--- src/rtl/sdram_init_pkg.sv ---
package sdram_init_pkg;
  localparam int CMD_W = 3;

  typedef enum logic [CMD_W-1:0] {
    CMD_NORMAL    = 3'd0,
    CMD_NOP       = 3'd1,
    CMD_PRECHARGE = 3'd2,
    CMD_LOADMODE  = 3'd3,
    CMD_REFRESH   = 3'd4
  } sdram_cmd_e;

  typedef enum logic [1:0] {
    ST_IDLE  = 2'd0,
    ST_ISSUE = 2'd1,
    ST_WAIT  = 2'd2
  } seq_state_e;

  localparam logic [7:0]  INIT_TIMING   = 8'h1E;
  localparam logic [7:0]  INIT_BANK_END = 8'hFF;
  localparam logic [15:0] INIT_BANK_CFG = 16'hBBBB;
endpackage

--- src/rtl/sdram_init_steps.sv ---
module sdram_init_steps
  import sdram_init_pkg::*;
#(
  parameter int PRE_REF  = 2,
  parameter int POST_REF = 8,
  localparam int NSTEP   = PRE_REF + POST_REF + 4,
  localparam int SW      = $clog2(NSTEP)
) (
  input  logic [SW-1:0] step_i,
  output sdram_cmd_e    code_o,
  output logic          is_nop_o,
  output logic          is_last_o
);
  localparam logic [SW-1:0] S_PRE    = SW'(1);
  localparam logic [SW-1:0] S_LMR    = SW'(2 + PRE_REF);
  localparam logic [SW-1:0] S_NORMAL = SW'(NSTEP - 1);

  always_comb begin
    if (step_i == '0)             code_o = CMD_NOP;
    else if (step_i == S_PRE)     code_o = CMD_PRECHARGE;
    else if (step_i < S_LMR)      code_o = CMD_REFRESH;
    else if (step_i == S_LMR)     code_o = CMD_LOADMODE;
    else if (step_i < S_NORMAL)   code_o = CMD_REFRESH;
    else                          code_o = CMD_NORMAL;
  end

  assign is_nop_o  = (step_i == '0);
  assign is_last_o = (step_i == S_NORMAL);
endmodule

--- src/rtl/sdram_init_timer.sv ---
module sdram_init_timer #(
  parameter int WAIT_CYC = 20000,
  localparam int CW      = $clog2(WAIT_CYC + 1)
) (
  input  logic clk,
  input  logic rst_n,
  input  logic load_i,
  output logic expired_o
);
  logic [CW-1:0] cnt_q, cnt_d;
  logic          run_q, run_d;

  always_comb begin
    cnt_d = cnt_q;
    run_d = run_q;
    if (load_i) begin
      cnt_d = CW'(WAIT_CYC - 1);
      run_d = 1'b1;
    end else if (run_q) begin
      if (cnt_q == '0) run_d = 1'b0;
      else             cnt_d = cnt_q - 1'b1;
    end
  end

  always_ff @(posedge clk or negedge rst_n) begin
    if (!rst_n) begin
      cnt_q <= '0;
      run_q <= 1'b0;
    end else begin
      cnt_q <= cnt_d;
      run_q <= run_d;
    end
  end

  assign expired_o = run_q && (cnt_q == '0);
endmodule

--- src/rtl/sdram_init_seq.sv ---
module sdram_init_seq
  import sdram_init_pkg::*;
#(
  parameter int WAIT_CYC = 20000,
  parameter int PRE_REF  = 2,
  parameter int POST_REF = 8
) (
  input  logic        clk,
  input  logic        rst_n,
  input  logic        start_i,
  input  logic        cmd_ack_i,
  output logic [2:0]  cmd_code_o,
  output logic        cmd_stb_o,
  output logic        busy_o,
  output logic        done_o,
  output logic [7:0]  timing_o,
  output logic [7:0]  bank_end_o,
  output logic [15:0] bank_cfg_o,
  output logic        buf_en_o,
  output logic        ecc_en_o
);
  localparam int NSTEP = PRE_REF + POST_REF + 4;
  localparam int SW    = $clog2(NSTEP);

  seq_state_e     state_q, state_d;
  logic [SW-1:0]  step_q, step_d;
  logic           done_q, done_d;
  logic           tmr_load, tmr_expired, cfg_load;
  sdram_cmd_e     step_code;
  logic           step_nop, step_last;
  logic [7:0]     timing_q, bank_end_q;
  logic [15:0]    bank_cfg_q;
  logic           buf_en_q, ecc_en_q;

  sdram_init_steps #(.PRE_REF(PRE_REF), .POST_REF(POST_REF)) u_steps (
    .step_i    (step_q),
    .code_o    (step_code),
    .is_nop_o  (step_nop),
    .is_last_o (step_last)
  );

  sdram_init_timer #(.WAIT_CYC(WAIT_CYC)) u_timer (
    .clk       (clk),
    .rst_n     (rst_n),
    .load_i    (tmr_load),
    .expired_o (tmr_expired)
  );

  always_comb begin
    state_d  = state_q;
    step_d   = step_q;
    done_d   = 1'b0;
    tmr_load = 1'b0;
    cfg_load = 1'b0;
    unique case (state_q)
      ST_IDLE: if (start_i) begin
        state_d  = ST_ISSUE;
        step_d   = '0;
        cfg_load = 1'b1;
      end
      ST_ISSUE: if (cmd_ack_i) begin
        if (step_last) begin
          state_d = ST_IDLE;
          done_d  = 1'b1;
        end else if (step_nop) begin
          state_d  = ST_WAIT;
          tmr_load = 1'b1;
        end else begin
          step_d = step_q + 1'b1;
        end
      end
      ST_WAIT: if (tmr_expired) begin
        state_d = ST_ISSUE;
        step_d  = step_q + 1'b1;
      end
      default: state_d = ST_IDLE;
    endcase
  end

  always_ff @(posedge clk or negedge rst_n) begin
    if (!rst_n) begin
      state_q <= ST_IDLE;
      step_q  <= '0;
      done_q  <= 1'b0;
    end else begin
      state_q <= state_d;
      step_q  <= step_d;
      done_q  <= done_d;
    end
  end

  always_ff @(posedge clk or negedge rst_n) begin
    if (!rst_n) begin
      timing_q   <= '0;
      bank_end_q <= '0;
      bank_cfg_q <= '0;
      buf_en_q   <= 1'b0;
      ecc_en_q   <= 1'b0;
    end else if (cfg_load) begin
      timing_q   <= INIT_TIMING;
      bank_end_q <= INIT_BANK_END;
      bank_cfg_q <= INIT_BANK_CFG;
      buf_en_q   <= 1'b0;
      ecc_en_q   <= 1'b0;
    end
  end

  assign cmd_stb_o  = (state_q == ST_ISSUE);
  assign cmd_code_o = cmd_stb_o ? step_code : CMD_NORMAL;
  assign busy_o     = (state_q != ST_IDLE);
  assign done_o     = done_q;
  assign timing_o   = timing_q;
  assign bank_end_o = bank_end_q;
  assign bank_cfg_o = bank_cfg_q;
  assign buf_en_o   = buf_en_q;
  assign ecc_en_o   = ecc_en_q;
endmodule

--- config.mk ---
export PLATFORM = sky130hd
export DESIGN_NAME = sdram_init_seq
export DESIGN_NICKNAME = d
export VERILOG_FILES = /design/src/rtl/sdram_init_pkg.sv /design/src/rtl/sdram_init_steps.sv /design/src/rtl/sdram_init_timer.sv /design/src/rtl/sdram_init_seq.sv
export SDC_FILE = /design/constraint.sdc
export NUM_CORES = 1
export LEC_CHECK = 0
export CORE_MARGIN = 8
export CORE_UTILIZATION = 25
export CTS_BUF_LIST = sky130_fd_sc_hd__clkbuf_2
export CTS_CLUSTER_DIAMETER = 50
export DETAILED_ROUTE_END_ITERATION = 10
export DONT_BUFFER_PORTS = 1
export HOLD_SLACK_MARGIN = 0.03
export PLACE_DENSITY_LB_ADDON = 0.1
export SLEW_MARGIN = 15
export SYNTH_ARGS = -nofsm -noshare
export SYNTH_HDL_FRONTEND = slang
export SYNTH_SLANG_ARGS = --single-unit
--- constraint.sdc ---
create_clock -name clk -period 3.22 [get_ports clk]
set_clock_uncertainty 0.05 [all_clocks]
set_input_delay 0.483 -clock clk [delete_from_list [all_inputs] [get_ports clk]]
set_output_delay 0.483 -clock clk [all_outputs]
set_load 0.03 [all_outputs]
---- After elaboration in Yosys (flattened, before gate mapping) ----
Cells that the tools add are included.
word-level totals
  register bits ........................... 26
  latch bits .............................. 0
  RAM bits ................................ 0
  bits in read-only memories .............. 0
  bits of input ports ..................... 4
  output and inout port bits .............. 40
  logic and storage cells ................. 67
  memories kept ........................... 0
cells by class
  add/subtract/negate cells ............... 2
  multiply operators ...................... 0
  divide/modulo/power cells ............... 0
  order comparisons ....................... 2
  eq/ne operators ......................... 12
  shifts and indexed selects .............. 0
  mux-type cells .......................... 33
  bitwise logic cells ..................... 0
  reductions and logical operators ........ 10
operators by type and width
  cell                                                                          count
  15-bit 2-to-1 mux                                                             3
  4-bit 2-to-1 mux                                                              5
  3-bit 2-to-1 mux                                                              6
  15-bit zero test                                                              1
  15-bit by 1-bit subtractor with 15-bit output, second input constant          1
  1-bit 2-to-1 mux                                                              12
  2-bit != test, second input constant                                          6
  4-bit one-hot mux with 3 select lines                                         1
  2-bit 2-to-1 mux                                                              5
  2-bit one-hot mux with 3 select lines                                         1
  6-bit AND reduction                                                           1
  4-bit by 1-bit adder with 4-bit output, second input constant                 1
  4-bit by 1-bit equality test with 1-bit output, second input constant         1
  4-bit by 3-bit equality test with 1-bit output, second input constant         1
  4-bit equality test, second input constant                                    1
  4-bit zero test                                                               1
  4-bit by 3-bit less-than comparator with 1-bit output, second input constant  1
  4-bit less-than comparator, second input constant                             1
  4-bit AND reduction                                                           1
  2-bit nonzero test                                                            2
  3-bit by 1-bit != test with 1-bit output, second input constant               1
  3-bit nonzero test                                                            1
  2-bit by 1-bit equality test with 1-bit output, second input constant         1
  2-bit equality test, second input constant                                    1
  other kinds (3)                                                               3

---- Logic depth before layout (Yosys ltp) ----
Gate-level depths: netlist of the first run.
  depth after elaboration ................. 7
  gate-level depth with buffers ........... 8
  depth with buffers taken out ............ 7

---- Cells and area by module ----
From an unflattened synthesis of the first run, not the netlist that was laid out.
second synthesis, totals
  cell total of the unflattened synthesis .. 187
  area, all modules ....................... 1735.4 µm²
by module, submodules not included
  module            times used  cells each  area each (µm²)  seq. area each (µm²)
  sdram_init_timer  1           92          898.4            400.4
  sdram_init_seq    1           86          777.0            200.2
  sdram_init_steps  1           9           60.1             0.0

---- Worst setup path before layout of the first run ----
OpenSTA, ideal clock, no wires.
  path type ............................... reg2reg
  from .................................... register state_q[1]
  to ...................................... register u_timer.cnt_q[4]
  setup time .............................. 0.110 ns
  arrival time ............................ 2.365 ns
  required time ........................... 3.060 ns
  path slack .............................. 0.695 ns
  stages on the path, launching flop included .. 9
  buffers on the path ..................... 1
  clock period less this slack ............ 2.525 ns
  cells stage by stage .................... dfrtp_1 inv_1 ha_1 inv_1 nor3_1 and3_1 clkbuf_1 a21oi_1 o41ai_1
between the ends
  word-level cells in the longest chain between the ends .. 4
  elaborated cells on any way between the ends .. 6
  those cells by class .................... 2 x eq/ne; 2 x mux; 2 x reduce/logical
ends and longest elaborated chain
  what                                                                  RTL line                RTL
  start: declaration                                                    sdram_init_seq.sv:25    seq_state_e state_q, state_d;
  start signal: assignment                                              sdram_init_seq.sv:86    state_q <= state_d;
  2-bit by 1-bit equality test with 1-bit output (*)                    -
  via cmd_stb_o                                                         sdram_init_seq.sv:13    output logic cmd_stb_o,
  1-bit 2-to-1 mux (*)                                                  sdram_init_seq.sv:55    unique case (state_q)
  2-bit != test (no line) / 2-bit nonzero test (equally long branches)  -
  2-bit AND reduction (no line)                                         -
  end signal: assignment                                                sdram_init_timer.sv:30  cnt_q <= cnt_d;
  end: declaration                                                      sdram_init_timer.sv:10  logic [CW-1:0] cnt_q, cnt_d;
The timed path passes the listed nets; every way through them passes the cells marked *.
A chain may end at the register's enable or synchronous reset.

---- Worst setup path in the final report of the first run ----
  from .................................... register u_timer.cnt_q[10]
  to ...................................... register u_timer.cnt_q[0]
between the ends
  word-level cells in the longest chain between the ends .. 3
ends and longest elaborated chain
  what                           RTL line                RTL
  15-bit zero test               sdram_init_timer.sv:20  if (cnt_q == '0) run_d = 1'b0;
  2-bit != test (no line)        -
  2-bit AND reduction (no line)  -
No other way between the ends.

==> results of run 1 <==
==> metrics by stage <==
| step | hold WS [ps] | area [um2] | std cells | utilization (%) | power, mW |
|---|---|---|---|---|---|
| 2_1_floorplan | 137 | 1720 | 197 | - | 1.14 |
| 3_3_place_gp | 139 | 1610 | 244 | 24.2 | 1.29 |
| 3_5_place_dp | 139 | 1610 | 244 | 24.2 | 1.29 |
| 4_1_cts | 125 | 1660 | 250 | 24.9 | 1.43 |
| 5_1_grt | 128 | 1660 | 250 | 24.9 | 1.55 |
| 6_report | 145 | 1660 | 250 | 24.9 | 1.42 |
==> what timing repair did <==
item | CTS | global route
hold endpoints to repair | 24 | 0
hold buffers | 2 | 0
setup buffers | 0 | 0
endpoints found under the setup margin | 0 | 0
==> layout make-up <==
| cell class | count | area [um2] | share of cell area (%) |
|---|---|---|---|
| multi-input cells | 125 | 811 | 49.0 |
| flip-flops and latches | 24 | 604 | 36.5 |
| well taps | 80 | 100 | 6.05 |
| repair buffers | 6 | 80.1 | 4.84 |
| inverters | 11 | 41.3 | 2.49 |
| clock buffers | 3 | 15.0 | 0.907 |
| clock inverters | 1 | 3.75 | 0.227 |
==> metal layers <==
layer / track usage, % / part of all wire [%] / vias to the layer above
met3: 2.84 / 5.6 / 2
li1: - / - / 570
met1: 8.02 / 46 / 574
met4: 1.08 / 0.41 / 0
met5: 0 / 0 / -
met2: 12.4 / 48 / 28
==> where the power goes <==
group	leakage (nW)	switching [mW]	total [mW]	internal, mW
Clock	0.0140	0.100	0.127	0.0270
Sequential	0.276	0.169	0.589	0.420
Combinational	0.404	0.417	0.698	0.282
Total	0.694	0.686	1.42	0.729
==> critical path, cell delays in order, from the launching register on <==
cell     delay [ps]
dfrtp_1         490
or4_4           570
or4_4           550
o41ai_4         360
xnor2_1         170
nand2_1          70
==> placed cells by master, fill, tap and decap left out, types with 3 or more instances in the layout <==
| cell | instances |
|---|---|
| xnor2_1 | 7 |
| nand2_1 | 25 |
| nor3_1 | 7 |
| nand3_1 | 9 |
| nor4_1 | 5 |
| o21ai_0 | 4 |
| ha_1 | 9 |
| conb_1 | 10 |
| a21oi_1 | 6 |
| nor2_1 | 11 |
| buf_4 | 3 |
| dfrtp_1 | 23 |
| clkbuf_2 | 3 |
| inv_1 | 11 |
==> state kept, by name, indices dropped and copies added, names as in the netlist <==
| register | cells |
|---|---|
| done_o | 1 |
| u_timer.cnt_q | 15 |
| step_q | 4 |
| u_timer.run_q | 1 |
| timing_o | 1 |
| state_q | 2 |
==> cells by family (layout without fill, tap and decap cells) <==
group / Yosys count / in the layout
other: 1 / 10
xor gates and xnor gates: 9 / 9
buffers and inverters: 48 / 21
AOI/OAI and AO/OA: 25 / 25
DFF: 24 / 24
muxes: 1 / 1
and+or+nand+nor: 71 / 71
adders and majority gates: 9 / 9
==> final timing paths <==
path | start | end | slack, ps | cells after the start
worst max register to register | u_timer.cnt_q[10] | u_timer.cnt_q[0] | 860 | 5
worst max-delay path | u_timer.cnt_q[10] | u_timer.cnt_q[0] | 860 | 5
worst min register to register | u_timer.cnt_q[9] | u_timer.cnt_q[9] | 530 | 2
min in group asynchronous | rst_n | u_timer.cnt_q[9] | 470 | 2
worst min-delay path | cmd_ack_i | done_o | 150 | 2
max in group asynchronous | rst_n | timing_o[1] | 2490 | 2
==> results.txt, run 1 <==
----------------------------------------------------
[Clocking]
  Cell at the root of the clock tree ... clkbuf_2
  Post-CTS sizing ... 0
  Total number of clock tree sinks ... 24
  H-tree depth ... 1
  Clock Pin Slew Worst Setup and Hold Paths ... 260 ps
  Latest clock arrival within the worst-skew pair ... 350 ps
  Deepest clock path buffer count ... 2
  Total clock buffers created by CTS ... 3
  CTS tree ... built

[GRT]
  Total track usage ... 7.09%
  Largest net degree at the start of global routing ... 25
  Grt total ovfl ... 0
  First-pass GRT wire length ... 5620 um
  Antenna violations before repair ... 0
  Via count of the first global-routing pass ... approximately 1200

[Yosys]
  Main synth FF type ... dfrtp_1
  Main combinational cell family by area after synthesis ... simple AND/OR/NAND/NOR gates
  Synthesized-area fraction occupied by ao, oa, aoi and oai cells ... 11.8%
  Simple-gate share of the synthesized area ... between 20% and 30%
  Most frequent cell after synthesis ... buf_4
  Count of flip-flops with a built-in enable after synthesis ... 0
  Mux contribution to synthesized area ... less than 1%
  Count of yosys warnings during synthesis ... 0
  Adder-cell share of the synthesized area ... under 10%
  Share of Yosys cell area claimed by the top area cell type ... roughly 36%
  Portion of the post-synthesis area used by sequential elements ... 35.7%
  Post-synthesis instance area ... 0.00168 mm2
  Cell type with the largest total area after synthesis ... dfrtp_1
  Async set or reset register ratio after synthesis ... 100%
  Synth Instances ... 188
  Most instantiated cells after synthesis ... 33 x buf_4, 25 x nand2_1, 24 x dfrtp_1
  Area contributors post-synth ... dfrtp_1 36%, buf_4 15%, ha_1 6.7%
  Post-synthesis share of cell area spent on xor and xnor gates ... between 4 and 5%
  Number of register bits inferred by synthesis ... 24
  Average instance area after synthesis ... 8.95 um2
  Count of unique library cells instantiated by Yosys ... 42

[Route]
  DRT iter0 DRCs ... 31
  Number of nets still failing antenna checks after routing ... 0
  Number of vias in the routed layout ... 1174
  Vias per Instance ... between 4 and 5
  Remaining DRCs ... 0
  Detailed-route wire length per cell ... 13.5 um
  DRT Pass-1 Iters ... 4
  Total wire length after detailed routing ... 3380 um

[Finish]
  Antenna diode count ... 0
  Share of final-layout standard cells stronger than drive strength 1 ... 9.41%
  Final-layout fill cell count ... 715
  Final net count ... 184
  Layout-stage area growth over the synthesis result ... -1.64%

[STA]
  Final setup viols ... 0
  Post-route setup slack ... 865 ps
  Max-slew violations ... 0
  Max Freq ... around 0.42 GHz
  Unrepaired setup endpoints after global routing ... no
  Max-slew headroom ... a little over half
  Worst-Margin Slew ... 692 ps
  Hold Violations, Final ... 0
  Setup TNS ... 0 ps
  Final cycle utilization of the critical path ... between 70% and 80%
  Clock period minus worst slack ... 2360 ps

[Die]
  IO Count ... 44
  Core Box Area ... 0.00664 mm2
  Die Area ... 0.00961 mm2
  Y dimension of the die ... 98.0 um
  Starting density of the core ... 25.3%
  Standard-cell rows ... 30
  Die width ... 98.0 um

[Worst setup path]
  Largest fanout on the critical path ... 6
  Critical path class ... flip-flop to flip-flop
  Critical path data arrival time ... 2570 ps
  Element type at the critical path start ... flip-flop
  Required time at the worst-slack endpoint ... ~3400 ps
  Type of element capturing the critical path ... flip-flop

[Place]
  HPWL after detailed placement ... around 2600 um
  Routability congestion estimate from global placement ... around 0.76
  IO buf count ... 0
  Post-placement setup slack ... 901 ps

[Power and ir drop]
  Pwr dens ... about 850 mW/mm2
  Largest vdd supply drop ... 0.000315 V
  Static Leak ... 0.694 nW

[Job]
  Max-cap viol count ... 0

[Run status]
  Run status ... complete, no violations

[Min path]
  Hold/Removal Path Class ... input port to flip-flop

----------------------------------------------------
Note: power is estimated with default switching activity, not from simulation.
==> inputs of run 2 (changes only) <==
==> constraint.sdc (replaced) <==
create_clock -name clk -period 2.3 [get_ports clk]
set_clock_uncertainty 0.05 [all_clocks]
set_input_delay 0.345 -clock clk [delete_from_list [all_inputs] [get_ports clk]]
set_output_delay 0.345 -clock clk [all_outputs]
set_load 0.03 [all_outputs]
==> results.txt, run 2 (synthesized netlist as in run 1, its figures left out) <==
----------------------------------------------------
[STA]
  Final setup viols ... 1
  Hold Violations, Final ... 0
  Unrepaired setup endpoints after global routing ... yes
  Max Freq ... 0.435 GHz
  Worst Hold Slack ... between 150 and 200 ps
  Worst-Margin Slew ... 506 ps
  Max-slew violations ... 0
  Clock period minus worst slack ... 2300 ps
  Max-slew headroom ... 65.9%
  Post-route setup slack ... -1.14 ps
  Final cycle utilization of the critical path ... 100%

[Route]
  DRT iter0 DRCs ... 33
  DRT Pass-1 Iters ... 4
  Remaining DRCs ... 0
  Detailed-route wire length per cell ... 13.0 um
  Total wire length after detailed routing ... 3550 um
  Vias per Instance ... about 4.5
  Number of nets still failing antenna checks after routing ... 0
  Number of vias in the routed layout ... 1217

[Job]
  Max-cap viol count ... 0

[Die]
  Core Box Area ... 0.00664 mm2
  Starting density of the core ... 25.3%
  Die Area ... 0.00961 mm2
  IO Count ... 44
  Standard-cell rows ... 30
  Die width ... 98.0 um
  Y dimension of the die ... 98.0 um

[Finish]
  Share of final-layout standard cells stronger than drive strength 1 ... a little over a fifth
  Share of the core filled with cells ... between 20% and 30%
  Final net count ... 206
  Final-layout fill cell count ... a little over 700
  Biggest regs ... u_timer.cnt_q x15, step_q x4, state_q x2
  Most used cells in the layout excluding fill and tap cells ... 25 x nand2_1, 23 x dfrtp_1, 23 x buf_4
  Leading cell type in the layout, fill and taps excluded ... nand2_1
  Register name with the most flops ... u_timer.cnt_q
  Antenna diode count ... 0
  Post-layout instance count excluding filler cells ... 272
  Max FFs per register ... 15
  Layout-stage area growth over the synthesis result ... 9.14%

[Place]
  Post-placement setup slack ... -6.64 ps
  Routability congestion estimate from global placement ... slightly below 0.8
  Cell Count Post-Placement ... 258
  HPWL after detailed placement ... 2770 um
  IO buf count ... 0

[Power and ir drop]
  Static Leak ... between 0.7 and 0.8 nW
  Pwr dens ... 1180 mW/mm2
  Largest vdd supply drop ... 0.000609 V
  Final total power ... between 2 and 2.5 mW

[Worst setup path]
  Type of element capturing the critical path ... flip-flop
  Required time at the worst-slack endpoint ... 2510 ps
  Cell chain of the critical path ... or4_4 > or4_4 > o41ai_4 > buf_4 > xnor2_1 > nand2_1
  Most frequent cell on the critical path ... or4_4
  Critical path class ... flip-flop to flip-flop
  Critical-path top delay cell ... or4_4
  Largest fanout on the critical path ... 5
  Element type at the critical path start ... flip-flop
  Delay contributed by the slowest stage of the critical path ... ~550 ps
  Critical path data arrival time ... roughly 2500 ps

[Clocking]
  Total clock buffers created by CTS ... 3
  Deepest clock path buffer count ... 2
  Clock Pin Slew Worst Setup and Hold Paths ... 250 ps
  Total number of clock tree sinks ... 24
  Cell at the root of the clock tree ... clkbuf_2
  Latest clock arrival within the worst-skew pair ... approximately 350 ps
  CTS tree ... built
  H-tree depth ... 1

[GRT]
  Antenna violations before repair ... 0
  Total track usage ... 7.53%
  Grt total ovfl ... 0
  First-pass GRT wire length ... 5970 um
  Via count of the first global-routing pass ... 1253
  Largest net degree at the start of global routing ... 25

[Min path]
  Hold/Removal Path Class ... input port to flip-flop

[Run status]
  Violated checks ... negative setup slack
  Run status ... complete, but fails checks

----------------------------------------------------
==> run 2: per-layer routing <==
metal  GRT usage (%)  wire [um]  vias to the layer above
li1                -          -                      614
met1            8.31       1540                      582
met2            13.8       1850                       19
met3            2.35        142                        2
met4            1.44         18                        0
met5               0          0                        -
==> run 2: critical path: cells and delay by family (launching register included) <==
family	cells	cell delay, ps
buffers and inverters	1	190
XOR/XNOR	1	120
AND/OR/NAND/NOR	3	1160
flip-flops	1	460
AO/OA/AOI/OAI	1	230
==> run 2: area by class of cell <==
class / instances / area (um2) / area share, %
clock buffers: 4 / 20.0 / 1.09
repair buffers: 28 / 250 / 13.6
inverters: 11 / 41.3 / 2.25
flip-flops and latches: 24 / 604 / 32.9
multi-input cells: 125 / 821 / 44.7
well taps: 80 / 100 / 5.45
==> run 2: metrics by stage <==
step | TNS (ps) | area [um2]
CTS | 0 | 1800
detailed placement | -6.64 | 1720
finish | -1.14 | 1840
global placement | 0 | 1720
global route | -365 | 1840
floorplan | 0 | 1720
==> run 2: final timing paths <==
kind                              startpoint               end  slack (ps)  cells after the start
max in group asynchronous              rst_n       timing_o[1]        1710                      2
setup / recovery           u_timer.cnt_q[13]  u_timer.cnt_q[0]          -1                      6
setup reg to reg           u_timer.cnt_q[13]  u_timer.cnt_q[0]          -1                      6
hold reg to reg             u_timer.cnt_q[9]  u_timer.cnt_q[9]         530                      2
hold / removal                       start_i        state_q[1]         180                      2
min in group asynchronous              rst_n     u_timer.run_q         320                      2
==> run 2: timing repair <==
action,in CTS,in global routing
hold buffers,4,0
endpoints found under the hold margin,26,0
pin swaps,0,2
setup buffers,2,5
cloned,0,0
endpoints found under the setup margin,2,8
resized for setup,0,5
==> run 2: where the power goes <==
part           leakage, nW  total, mW  internal [mW]  switching, mW
sequential           0.276      0.789          0.589          0.200
combinational        0.507       1.20          0.536          0.665
clock               0.0166      0.182         0.0459          0.136
